===== src/rtl/chain_walker.sv =====
module chain_walker #(
  parameter logic [7:0]  START_OFS = 8'h20,
  parameter logic [7:0]  CTRL_OFS  = 8'h1C,
  parameter logic [31:0] TERM      = 32'hFFFF_FFFF
) (
  input  logic        clk,
  input  logic        rst_n,
  input  logic        reg_we,
  input  logic [7:0]  reg_addr,
  input  logic [31:0] reg_wdata,
  output logic        busy,
  output logic        aborted,
  output logic        tag_err,
  output logic        exec_err,
  output logic [31:0] cur_desc,
  output logic        mem_req,
  output logic [31:0] mem_addr,
  input  logic        mem_ack,
  input  logic        mem_err,
  input  logic [31:0] mem_rdata,
  output logic        xfer_valid,
  output logic [31:0] xfer_src,
  output logic [31:0] xfer_dst,
  output logic [31:0] xfer_len,
  output logic [31:0] xfer_cmd,
  output logic [31:0] xfer_key,
  output logic [31:0] xfer_iv,
  output logic [31:0] xfer_blk,
  input  logic        xfer_done,
  input  logic        xfer_err
);
  localparam int NW = 8;
  localparam int IW = $clog2(NW);

  typedef enum logic [1:0] {S_IDLE, S_FETCH, S_EXEC} st_t;

  st_t              st;
  logic [IW-1:0]    idx;
  logic [31:0]      fld [NW];
  logic             stop_pend;

  wire start_wr = reg_we && (reg_addr == START_OFS);
  wire stop_wr  = reg_we && (reg_addr == CTRL_OFS) && (reg_wdata == 32'd0);
  wire stop_now = stop_pend || stop_wr;

  assign busy       = (st != S_IDLE);
  assign mem_req    = (st == S_FETCH);
  assign mem_addr   = cur_desc + {{(32-IW-2){1'b0}}, idx, 2'b00};
  assign xfer_valid = (st == S_EXEC);
  assign xfer_src   = fld[0];
  assign xfer_dst   = fld[1];
  assign xfer_len   = fld[2];
  assign xfer_cmd   = fld[3];
  assign xfer_key   = fld[4];
  assign xfer_iv    = fld[5];
  assign xfer_blk   = fld[6];

  always_ff @(posedge clk) begin
    if (!rst_n) begin
      st        <= S_IDLE;
      idx       <= '0;
      stop_pend <= 1'b0;
      aborted   <= 1'b0;
      tag_err   <= 1'b0;
      exec_err  <= 1'b0;
      cur_desc  <= '0;
      for (int i = 0; i < NW; i++) fld[i] <= '0;
    end else begin
      case (st)
        S_IDLE: begin
          if (start_wr) begin
            cur_desc  <= reg_wdata;
            idx       <= '0;
            stop_pend <= 1'b0;
            exec_err  <= 1'b0;
            if (reg_wdata[1:0] != 2'b00) begin
              tag_err <= 1'b1;
              aborted <= 1'b1;
            end else begin
              tag_err <= 1'b0;
              aborted <= 1'b0;
              st      <= S_FETCH;
            end
          end
        end
        S_FETCH: begin
          if (stop_wr) stop_pend <= 1'b1;
          if (mem_ack) begin
            if (mem_err) begin
              tag_err <= 1'b1;
              aborted <= 1'b1;
              st      <= S_IDLE;
            end else begin
              fld[idx] <= mem_rdata;
              idx      <= idx + 1'b1;
              if (stop_now) begin
                aborted <= 1'b1;
                st      <= S_IDLE;
              end else if (idx == IW'(NW-1)) begin
                st <= S_EXEC;
              end
            end
          end
        end
        S_EXEC: begin
          if (stop_wr) stop_pend <= 1'b1;
          if (xfer_done) begin
            if (xfer_err) begin
              exec_err <= 1'b1;
              aborted  <= 1'b1;
              st       <= S_IDLE;
            end else if (stop_now) begin
              aborted <= 1'b1;
              st      <= S_IDLE;
            end else if (fld[NW-1] == TERM) begin
              st <= S_IDLE;
            end else begin
              cur_desc <= fld[NW-1];
              idx      <= '0;
              if (fld[NW-1][1:0] != 2'b00) begin
                tag_err <= 1'b1;
                aborted <= 1'b1;
                st      <= S_IDLE;
              end else begin
                st <= S_FETCH;
              end
            end
          end
        end
        default: st <= S_IDLE;
      endcase
    end
  end

  AST_REQ_HOLD: assert property (@(posedge clk) disable iff (!rst_n)
    mem_req && !mem_ack |=> mem_req && $stable(mem_addr));
  AST_START_LOAD: assert property (@(posedge clk) disable iff (!rst_n)
    !busy && start_wr |=> cur_desc == $past(reg_wdata));
  AST_DONE_NO_REFETCH: assert property (@(posedge clk) disable iff (!rst_n)
    xfer_valid && xfer_done |=> !xfer_valid);
  AST_XFER_HOLD: assert property (@(posedge clk) disable iff (!rst_n)
    xfer_valid && !xfer_done |=> xfer_valid && $stable(xfer_src) && $stable(cur_desc));
  AST_FETCH_ERR: assert property (@(posedge clk) disable iff (!rst_n)
    mem_req && mem_ack && mem_err |=> !busy && tag_err && aborted && $stable(cur_desc));
  AST_EXEC_ERR: assert property (@(posedge clk) disable iff (!rst_n)
    xfer_valid && xfer_done && xfer_err |=> !busy && exec_err && aborted);
  AST_ABORT_IDLE: assert property (@(posedge clk) disable iff (!rst_n)
    $rose(aborted) |-> !busy);
endmodule


===== config.mk =====
export PLATFORM = sky130hd
export DESIGN_NAME = chain_walker
export DESIGN_NICKNAME = d
export VERILOG_FILES = /design/src/rtl/chain_walker.sv
export SDC_FILE = /design/constraint.sdc
export NUM_CORES = 1
export LEC_CHECK = 0
export BUFFER_PORTS_ARGS = -buffer_cell sky130_fd_sc_hd__buf_2
export CAP_MARGIN = 20
export CORE_ASPECT_RATIO = 0.5
export CORE_MARGIN = 4
export CORE_UTILIZATION = 52
export DETAILED_ROUTE_END_ITERATION = 10
export PLACE_DENSITY = 0.81
export SETUP_SLACK_MARGIN = 0.1
export SYNTH_ARGS = -nofsm -noshare
export SYNTH_HDL_FRONTEND = slang
export SYNTH_SLANG_ARGS = --single-unit

===== constraint.sdc =====
create_clock -name clk -period 5.35 [get_ports clk]
set_clock_uncertainty 0.15 [all_clocks]
set_input_delay 0.8025 -clock clk [delete_from_list [all_inputs] [get_ports clk]]
set_output_delay 0.8025 -clock clk [all_outputs]
set_load 0.01 [all_outputs]

==> flow_metrics.py, run 1 <==
metrics = {
    "run_status": {
        "status": "completed",
    },
    "final_layout": {
        "drive_above_1_share_pct": 38.0,
        "finalNonFillerCells": 1564,
        "finalNetCount": 1327,
        "area_growth_pct": 25.8,
        "final_common_cell": "buf_2",
        "post-route-util_pct": 67.3,
        "final_cell_mix": "buf_2, and2_1, edfxtp_1",
    },
    "floorplan": {
        "core_mm2": 0.0231,
        "die_height_um": 117,
        "die-area_mm2": 0.0264,
        "rows": 39,
        "initial_core_util_pct": 53.5,
        "dieWidth_um": 226,
        "ios": 373,
    },
    "clocking": {
        "root_buffer": "clkbuf_16",
        "cts.repair.resized": 0,
        "cts_sinks": 297,
        "cts_setup_buffers": 0,
        "ctsHoldBuffers": 0,
        "cts_made_buffers": 26,
        "path_clk_slew_ns": 0.07,
        "clk-insertion-delay-late_ns": 0.54,
        "clock_path_buffers": 3,
        "h-tree-depth": 1,
        "cts_tree": "yes",
    },
    "yosys": {
        "synth.area.top_cells": "edfxtp_1, and2_1, dfxtp_1",
        "synthesis.area_mm2": 0.0124,
        "synth-async-reset-ratio_pct": 0,
        "yosys.area.top_type": "edfxtp_1",
        "avgSynthCellArea_um2": 14.3,
        "yosysTopAreaCellShare_pct": 62.2,
        "netlist_instances": 863,
        "ys_ff_latch": 297,
        "synth_flop_cell": "edfxtp_1",
        "yosys_warnings": 0,
        "yosysUniqueCellTypes": 50,
        "ys_seq_area_share_pct": 68.9,
        "syn-num-nets": 952,
        "synth_edf_count": 256,
    },
    "placement": {
        "place_hpwl_um": 25600,
        "port_buffers": 372,
        "dp_worst_setup_slack_ns": 1.58,
        "place_inst": 1510,
        "gp_congestion": 0.951,
    },
    "min_path": {
        "hold_depth": 2,
        "hold_path.class": "flop to flop",
        "hold_path_end": "exec_err",
        "hold_start": "exec_err",
    },
    "worst_setup_path": {
        "path_class": "flop to primary output",
        "reg2reg_from": "st[1]",
        "start_kind": "flop",
        "max_stage_delay_ns": 0.55,
        "r2r_slack_ns": 1.84,
        "worstPathMaxFanout": 8,
        "r2r-end": "fld[0][19]",
        "critPathTopFamily": "simple AND/OR/NAND/NOR gates",
        "end_kind": "primary output",
        "path_cells": "inv_1 -> fa_1 -> nand2b_1 -> a211oi_1 -> nand3b_1 -> nor2_1 -> nand3_1 -> xnor2_1 -> buf_2",
        "crit_buf_inv": 2,
        "slowest_stage": "dfxtp_1",
        "cp.required_ns": 4.40,
        "crit_arrival_ns": 3.42,
        "r2r_cells": 8,
    },
    "sta": {
        "min_period_ns": 4.37,
        "tightest_slew_ns": 0.847,
        "finalCritPeriodShare_pct": 81.7,
        "final-hold-violation-count": 0,
        "timing.final.ws_setup_ns": 0.977,
        "rsz0062_at_grt": "false",
        "timing.fmax_ghz": 0.229,
        "finalSetupTns_ns": 0,
        "setup_viol": 0,
        "slew_headroom_pct": 43.6,
        "maxSlewViolCount": 0,
    },
    "detailed_routing": {
        "drcViolationCount": 0,
        "vias": 8582,
        "wl_per_cell_um": 22.5,
        "via_per_inst": 5.49,
        "drt_iter0_drc": 681,
        "firstDrtPassIters": 5,
        "ant_nets": 0,
        "wl_um": 35200,
    },
    "global_routing": {
        "grt.total_usage_pct": 25.5,
        "grt_max_degree": 40,
        "antenna_found_initial": 3,
        "grt_pass1_wl_um": 50500,
        "grt_pass1_vias": 8247,
        "grt_overflow": 0,
    },
    "power": {
        "leakage_nw": 6.59,
        "total_power_mw": 4.90,
        "power.density_mw_per_mm2": 315,
        "peakVddDrop_uv": 189,
    },
    "job": {
        "drv_cap": 0,
    },
}
## worst register-to-register path: stages (launching register included)
cell and delay (ns):
dfxtp_1 0.34, inv_1 0.09, ha_1 0.22, inv_1 0.07
nor2_1 0.28, nand4b_1 0.62, nor3_2 0.30, buf_4 0.31
nand2b_2 0.72
## where the power goes
| part | switching (mW) | leakage [nW] | internal [mW] |
|---|---|---|---|
| clock | 0.810 | 0.376 | 0.970 |
| sequential | 0.0664 | 2.95 | 2.61 |
| combinational | 0.272 | 3.26 | 0.172 |
| total | 1.15 | 6.59 | 3.75 |
## cells in the mapped netlist (10+ instances only)
| cell | n |
|---|---|
| xnor2_1 | 19 |
| mux2_2 | 31 |
| nand2_1 | 19 |
| clkbuf_1 | 33 |
| nand3_1 | 15 |
| edfxtp_1 | 256 |
| inv_1 | 16 |
| nand4_1 | 12 |
| and2_1 | 257 |
| o221a_1 | 32 |
| o21ai_0 | 10 |
| nor2_1 | 22 |
| dfxtp_1 | 41 |
## cell families after synthesis
group | synth area share (%)
simple gates | 17.9
flops | 68.9
compound gates | 5.20
buf+inv | 2.14
mux | 2.83
xor+xnor | 1.99
fa+ha+maj | 1.07
## state kept, by name, summed over array words and instances (netlist names)
| register | cells |
|---|---|
| fld | 256 |
| cur_desc | 32 |
| st | 2 |
| aborted | 1 |
| exec_err | 1 |
| tag_err | 1 |
| idx | 3 |
| stop_pend | 1 |
## worst max-delay path by stage
stage | start | to | slack [ns] | cells after the start
5_1_grt | idx[1] | mem_addr[30] | 0.76 | 9
3_3_place_gp | idx[1] | mem_addr[26] | 1.66 | 9
2_1_floorplan | rst_n | fld[5][0] | 1.09 | 3
4_1_cts | idx[1] | mem_addr[30] | 0.98 | 9
6_report | idx[1] | mem_addr[30] | 0.98 | 9
3_5_place_dp | idx[1] | mem_addr[30] | 1.58 | 9
## through the flow
stage / area, um^2 / hold slack, ns
after global routing: 15500 / 0.359
after CTS: 15400 / 0.334
after detailed placement: 14600 / 0.324
after floorplan: 12400 / 0.335
after global placement: 14500 / 0.317
final: 15500 / 0.346
## final cells by class
type	instances	area, um^2
fill	1705	7540
sequential	297	8510
tap	307	384
antenna	2	5.00
clock inverter	10	71.3
timing repair buffer	390	2130
inverter	16	60.1
clock buffer	35	706
multi-input combinational	507	3670
## metal layers
| layer | up-vias | share of wire, % | GRT usage, % | wire, um |
|---|---|---|---|---|
| li1 | 3874 | - | - | - |
| met2 | 389 | 49 | 43.0 | 17100 |
| met5 | - | 0 | 0 | 0 |
| met4 | 0 | 3.5 | 7.79 | 1230 |
| met1 | 4234 | 41 | 34.4 | 14300 |
| met3 | 85 | 7.3 | 4.71 | 2570 |
(Power assumes the default switching activity.)
==> run 2, diff against run 1 <==
==> constraint.sdc (replaced) <==
create_clock -name clk -period 4.6 [get_ports clk]
set_clock_uncertainty 0.15 [all_clocks]
set_input_delay 0.69 -clock clk [delete_from_list [all_inputs] [get_ports clk]]
set_output_delay 0.69 -clock clk [all_outputs]
set_load 0.01 [all_outputs]
==> run 2 against run 1 <==
Net effect:
- sequential power grew 16%
- flip-flop and latch count is the same
- global-route usage about the same
- via count hardly changed
- worst hold slack worse by 0.0048 ns
- register-to-register slack got worse by 0.69 ns
- die area did not move
- combinational power is 16% higher
==> flow_metrics.py, run 2 (synthesized netlist as in run 1, its figures left out) <==
metrics = {
    "sta": {
        "maxSlewViolCount": 0,
        "slew_headroom_pct": 37.5,
        "min_period_ns": 4.26,
        "finalSetupTns_ns": 0,
        "timing.fmax_ghz": 0.235,
        "tightest_slew_ns": 0.937,
        "holdWs_ns": 0.341,
        "timing.final.ws_setup_ns": 0.345,
        "rsz0062_at_grt": "false",
        "final-hold-violation-count": 0,
        "finalCritPeriodShare_pct": 92.5,
        "setup_viol": 0,
    },
    "power": {
        "p_int_mw": 4.54,
        "p_switching_mw": 1.36,
        "leakage_nw": 6.65,
        "pwr-share-seq_pct": 52.8,
        "swShare_pct": 23.0,
        "p_clk_share_pct": 38.4,
        "total_power_mw": 5.90,
        "power.density_mw_per_mm2": 377,
        "combPwrFrac_pct": 8.8,
        "peakVddDrop_uv": 313,
    },
    "floorplan": {
        "core_mm2": 0.0231,
        "die-area_mm2": 0.0264,
        "dieWidth_um": 226,
        "die_height_um": 117,
        "initial_core_util_pct": 53.5,
        "ios": 373,
        "rows": 39,
    },
    "global_routing": {
        "grt.total_usage_pct": 25.5,
        "grt_pass1_wl_um": 50600,
        "grt_overflow": 0,
        "grt_max_degree": 47,
        "antenna_found_initial": 3,
        "grt_pass1_vias": 8305,
    },
    "final_layout": {
        "final_common_cell": "buf_2",
        "largest_register_ffs": 256,
        "drive_above_1_share_pct": 38.6,
        "finalNetCount": 1329,
        "fillers": 1640,
        "finalNonFillerCells": 1567,
        "final_cell_mix": "buf_2, and2_1, edfxtp_1",
        "top_register": "fld",
        "reg.largest.list": "fld (256), cur_desc (32), idx (3)",
        "area_growth_pct": 26.7,
    },
    "worst_setup_path": {
        "path_class": "flop to primary output",
        "r2r_cells": 8,
        "max_stage_delay_ns": 0.58,
        "end_kind": "primary output",
        "crit_arrival_ns": 3.42,
        "worstPathMaxFanout": 8,
        "slowest_stage": "dfxtp_1",
        "start_kind": "flop",
        "cp.required_ns": 3.76,
        "path_cells": "inv_1 -> fa_1 -> nand2b_1 -> a211oi_1 -> nand3b_1 -> nor2_1 -> nand3_1 -> xnor2_1 -> buf_2",
    },
    "job": {
        "drv_cap": 0,
    },
    "detailed_routing": {
        "firstDrtPassIters": 5,
        "ant_nets": 0,
        "wl_um": 35300,
        "drt_iter0_drc": 738,
        "wl_per_cell_um": 22.5,
        "via_per_inst": 5.48,
        "drcViolationCount": 0,
        "vias": 8587,
    },
    "placement": {
        "place_hpwl_um": 25400,
        "place_inst": 1509,
        "dp_worst_setup_slack_ns": 0.925,
        "gp_congestion": 0.963,
        "port_buffers": 372,
    },
    "clocking": {
        "cts_tree": "yes",
        "h-tree-depth": 1,
        "cts_sinks": 297,
        "root_buffer": "clkbuf_16",
        "ctsHoldBuffers": 0,
        "clk-insertion-delay-late_ns": 0.53,
        "path_clk_slew_ns": 0.06,
        "clock_path_buffers": 3,
        "cts_made_buffers": 27,
        "cts.repair.resized": 0,
        "cts_setup_buffers": 0,
    },
    "min_path": {
        "hold_depth": 3,
        "hold_path.class": "primary input to flop",
    },
    "run_status": {
        "status": "completed",
    },
}
==> run 2: cell types whose count changed in the layout (fill, tap and decap cells not counted), moves of 2 or more <==
cell	previous run	this run
bufinv_16	1	3
buf_12	0	2
clkbuf_8	0	4
clkbuf_1	8	3
==> run 2: cell type report <==
| type | count | area, um^2 | share of cell area [%] |
|---|---|---|---|
| sequential | 297 | 8510 | 54.4 |
| multi-input combinational | 507 | 3670 | 23.4 |
| timing repair buffer | 391 | 2140 | 13.7 |
| clock buffer | 34 | 742 | 4.74 |
| tap | 307 | 384 | 2.45 |
| clock inverter | 14 | 149 | 0.951 |
| inverter | 16 | 60.1 | 0.384 |
| antenna | 1 | 2.50 | 0.0160 |
==> run 2: critical path: cells and delay by family (launching register included) <==
family / cells / cell delay, ns
DFF: 1 / 0.58
and+or+nand+nor: 4 / 0.87
buffers and inverters: 2 / 0.30
xor gates and xnor gates: 1 / 0.15
AOI/OAI and AO/OA: 1 / 0.53
adders and majority gates: 1 / 0.46
==> run 2: final timing paths <==
check            from            to  slack, ns
max            idx[1]  mem_addr[26]       0.34
min          xfer_err      exec_err       0.34
max reg2reg     st[1]    fld[1][29]       1.15
min reg2reg  exec_err      exec_err       0.34
==> run 2: power groups by stage <==
| stage | combinational (mW) | sequential [mW] | clock [mW] |
|---|---|---|---|
| 6_report | 0.517 | 3.11 | 2.27 |
| 5_1_grt | 0.550 | 3.12 | 2.43 |
| 4_1_cts | 0.505 | 3.11 | 2.30 |
| 3_5_place_dp | 0.503 | 3.17 | 0 |
| 3_3_place_gp | 0.495 | 3.16 | 0 |
| 2_1_floorplan | 0.180 | 3.21 | 0 |
==> run 2: layer usage <==
metal	wire, um	GRT usage, %	share of wire [%]	vias to the layer above
met5	0	0	0	-
met4	1300	8.23	3.7	0
met1	14200	34.2	40	4265
li1	-	-	-	3871
met3	2580	4.93	7.3	80
met2	17200	42.8	49	371
==> run 2: metrics by stage <==
step / utilization, % / cell area, um^2
2_1_floorplan: - / 12400
3_3_place_gp: 63.0 / 14600
3_5_place_dp: 63.2 / 14600
4_1_cts: 67.0 / 15500
5_1_grt: 67.8 / 15700
6_report: 67.8 / 15700
==> run 3, diff against run 2 <==
--- a/config.mk
+++ b/config.mk
@@ -5,11 +5,14 @@
 export SDC_FILE = /design/constraint.sdc
 export NUM_CORES = 1
 export LEC_CHECK = 0
+export ABC_AREA = 1
+export ABC_CLOCK_PERIOD_IN_PS = 4600
 export BUFFER_PORTS_ARGS = -buffer_cell sky130_fd_sc_hd__buf_2
 export CAP_MARGIN = 20
 export CORE_ASPECT_RATIO = 0.5
 export CORE_MARGIN = 4
 export CORE_UTILIZATION = 52
+export CTS_CLUSTER_SIZE = 16
 export DETAILED_ROUTE_END_ITERATION = 10
 export PLACE_DENSITY = 0.81
 export SETUP_SLACK_MARGIN = 0.1
==> run 3 against run 2 <==
Net effect:
- sequential power down 3%
- flip-flop and latch count unchanged
- global-route usage up 2.3 points
- register-to-register slack better by 0.21 ns
- first-iteration DRC count up 62%
- largest power group unchanged
- final area down 2.6%
- highest routed layer is now met5
- largest cell class unchanged
- total power down 9.5%
- synthesized cell count up 35%
- utilization down 1.6 points
- non-clock buffer count down 2
==> flow_metrics.py, run 3 <==
metrics = {
    "global_routing": {
        "grt_pass1_wl_um": 55400,
        "grt_pass1_vias": 9424,
        "grt_max_degree": 56,
        "grt_overflow": 0,
        "antenna_found_initial": 1,
        "grt.total_usage_pct": 27.7,
    },
    "sta": {
        "tightest_slew_ns": 0.904,
        "finalSetupTns_ns": 0,
        "timing.fmax_ghz": 0.263,
        "final-hold-violation-count": 0,
        "setup_viol": 0,
        "timing.final.ws_setup_ns": 0.798,
        "slew_headroom_pct": 39.6,
        "rsz0062_at_grt": "false",
        "min_period_ns": 3.80,
        "maxSlewViolCount": 0,
        "finalCritPeriodShare_pct": 82.7,
        "holdWs_ns": 0.324,
    },
    "clocking": {
        "h-tree-depth": 1,
        "clk-insertion-delay-late_ns": 0.52,
        "path_clk_slew_ns": 0.07,
        "ctsHoldBuffers": 0,
        "cts_sinks": 297,
        "cts.repair.resized": 0,
        "cts_made_buffers": 25,
        "clock_path_buffers": 3,
        "root_buffer": "clkbuf_16",
        "cts_tree": "yes",
        "cts_setup_buffers": 0,
    },
    "detailed_routing": {
        "vias": 9972,
        "drt_iter0_drc": 1193,
        "ant_nets": 0,
        "drcViolationCount": 0,
        "via_per_inst": 5.36,
        "wl_um": 38300,
        "firstDrtPassIters": 5,
        "wl_per_cell_um": 20.6,
    },
    "yosys": {
        "yosys-top-cells-count": "nor2_1, edfxtp_1, nand2_1",
        "syn-num-nets": 1254,
        "synthesis.area_mm2": 0.0123,
        "synth.area.top_cells": "edfxtp_1, nor2_1, dfxtp_1",
        "synth_edf_count": 256,
        "avgSynthCellArea_um2": 10.6,
        "synth_flop_cell": "edfxtp_1",
        "yosys_warnings": 0,
        "yosysMostFrequentCell": "nor2_1",
        "synth-async-reset-ratio_pct": 0,
        "ys_ff_latch": 297,
        "netlist_instances": 1165,
        "ys_seq_area_share_pct": 69.1,
        "yosysUniqueCellTypes": 35,
        "yosys.area.top_type": "edfxtp_1",
        "yosysTopAreaCellShare_pct": 62.4,
    },
    "worst_setup_path": {
        "crit_arrival_ns": 2.96,
        "path_class": "flop to primary output",
        "worstPathMaxFanout": 6,
        "start_kind": "flop",
        "startpoint": "idx[0]",
        "cp.required_ns": 3.76,
        "end_kind": "primary output",
        "reg2reg_from": "st[1]",
    },
    "final_layout": {
        "reg.largest.list": "fld (256), cur_desc (32), idx (3)",
        "final_common_cell": "buf_2",
        "regArea_mm2": 0.00851,
        "final_cell_mix": "buf_2, nor2_1, edfxtp_1",
        "finalNetCount": 1624,
        "multi_input_area_mm2": 0.00322,
        "design_area_mm2": 0.0152,
        "fillers": 1787,
        "top_register": "fld",
        "largest_register_ffs": 256,
        "area_growth_pct": 23.7,
        "drive_above_1_share_pct": 29.3,
    },
    "power": {
        "p_clk_share_pct": 37.4,
        "combPwrFrac_pct": 5.9,
        "swShare_pct": 22.4,
        "p_switching_mw": 1.20,
        "leakage_nw": 7.18,
        "peakVddDrop_uv": 284,
        "pwr-share-seq_pct": 56.7,
        "p_int_mw": 4.14,
        "power.density_mw_per_mm2": 350,
    },
    "placement": {
        "gp_congestion": 0.983,
        "port_buffers": 372,
        "place_hpwl_um": 27800,
        "placed_area_mm2": 0.0145,
        "dp_worst_setup_slack_ns": 1.37,
    },
    "floorplan": {
        "core_mm2": 0.0230,
        "die-area_mm2": 0.0264,
        "die_height_um": 117,
        "dieWidth_um": 226,
        "rows": 39,
        "initial_core_util_pct": 53.5,
        "ios": 373,
    },
    "min_path": {
        "hold_path.class": "primary input to flop",
        "hold_start": "xfer_err",
    },
    "job": {
        "drv_cap": 0,
    },
    "run_status": {
        "status": "completed",
    },
}
run 3: cell count changes after synthesis, moves of 8 or more:
cell / before / now
nor2_1: 22 / 358
inv_1: 16 / 100
mux2_2: 31 / 0
o221a_1: 32 / 0
nand2_1: 19 / 218
and2_1: 257 / 0
a21oi_2: 0 / 8
nand2_2: 0 / 9
xnor2_1: 19 / 1
xor2_1: 9 / 25
nand4_1: 12 / 22
nor3_1: 4 / 16
run 3: cells by family (layout without fill, tap and decap cells):
logic type,after synthesis,count (layout),share of synthesized area [%]
AND/OR/NAND/NOR,655,655,21.6
flip-flops,297,297,69.1
buffers and inverters,147,534,4.89
AO/OA/AOI/OAI,30,30,1.52
XOR/XNOR,26,26,1.85
adder cells (fa/ha/maj),10,10,1.08
other,0,1,0
run 3: power by group through the flow:
stage	clock, mW	combinational (mW)	sequential [mW]
finish	2.00	0.315	3.03
floorplan	0	0.0890	3.12
global placement	0	0.306	3.08
detailed placement	0	0.312	3.08
global route	2.11	0.334	3.03
CTS	2.00	0.313	3.03
run 3: stage by stage:
step	utilization [%]	std cells	power, mW
final	66.2	1860	5.34
after CTS	66.2	1859	5.33
after global routing	66.2	1859	5.48
after global placement	63.0	1815	3.39
after floorplan	-	1165	3.20
after detailed placement	63.0	1815	3.39
run 3: worst max-delay path: stages, from the launching register on:
cell     delay, ns
dfxtp_1       0.44
ha_1          0.22
inv_1         0.06
fa_1          0.41
o21ai_2       0.22
nand2_1       0.12
nor2_1        0.15
nand2_1       0.16
nor3_2        0.22
nand4_1       0.13
xor2_1        0.15
buf_2         0.15
run 3: final timing paths:
check | end | cells past startpoint | slack (ns)
max | mem_addr[22] | 11 | 0.80
min | exec_err | 3 | 0.32
max reg2reg | fld[6][29] | 10 | 1.36
min reg2reg | exec_err | 2 | 0.34
run 3: final cells by class:
type	count	area share (%)
inverter	101	2.50
antenna	1	0.0164
sequential	297	55.8
clock buffer	32	4.28
multi-input combinational	721	21.1
clock inverter	12	0.542
tap	307	2.52
timing repair buffer	389	13.2
run 3: metal layers:
metal	vias up	share of wire, %	track usage, %
li1	4515	-	-
met1	4791	40	38.5
met2	578	48	46.1
met3	86	8.5	4.24
met4	2	3.2	8.89
met5	-	0.034	0
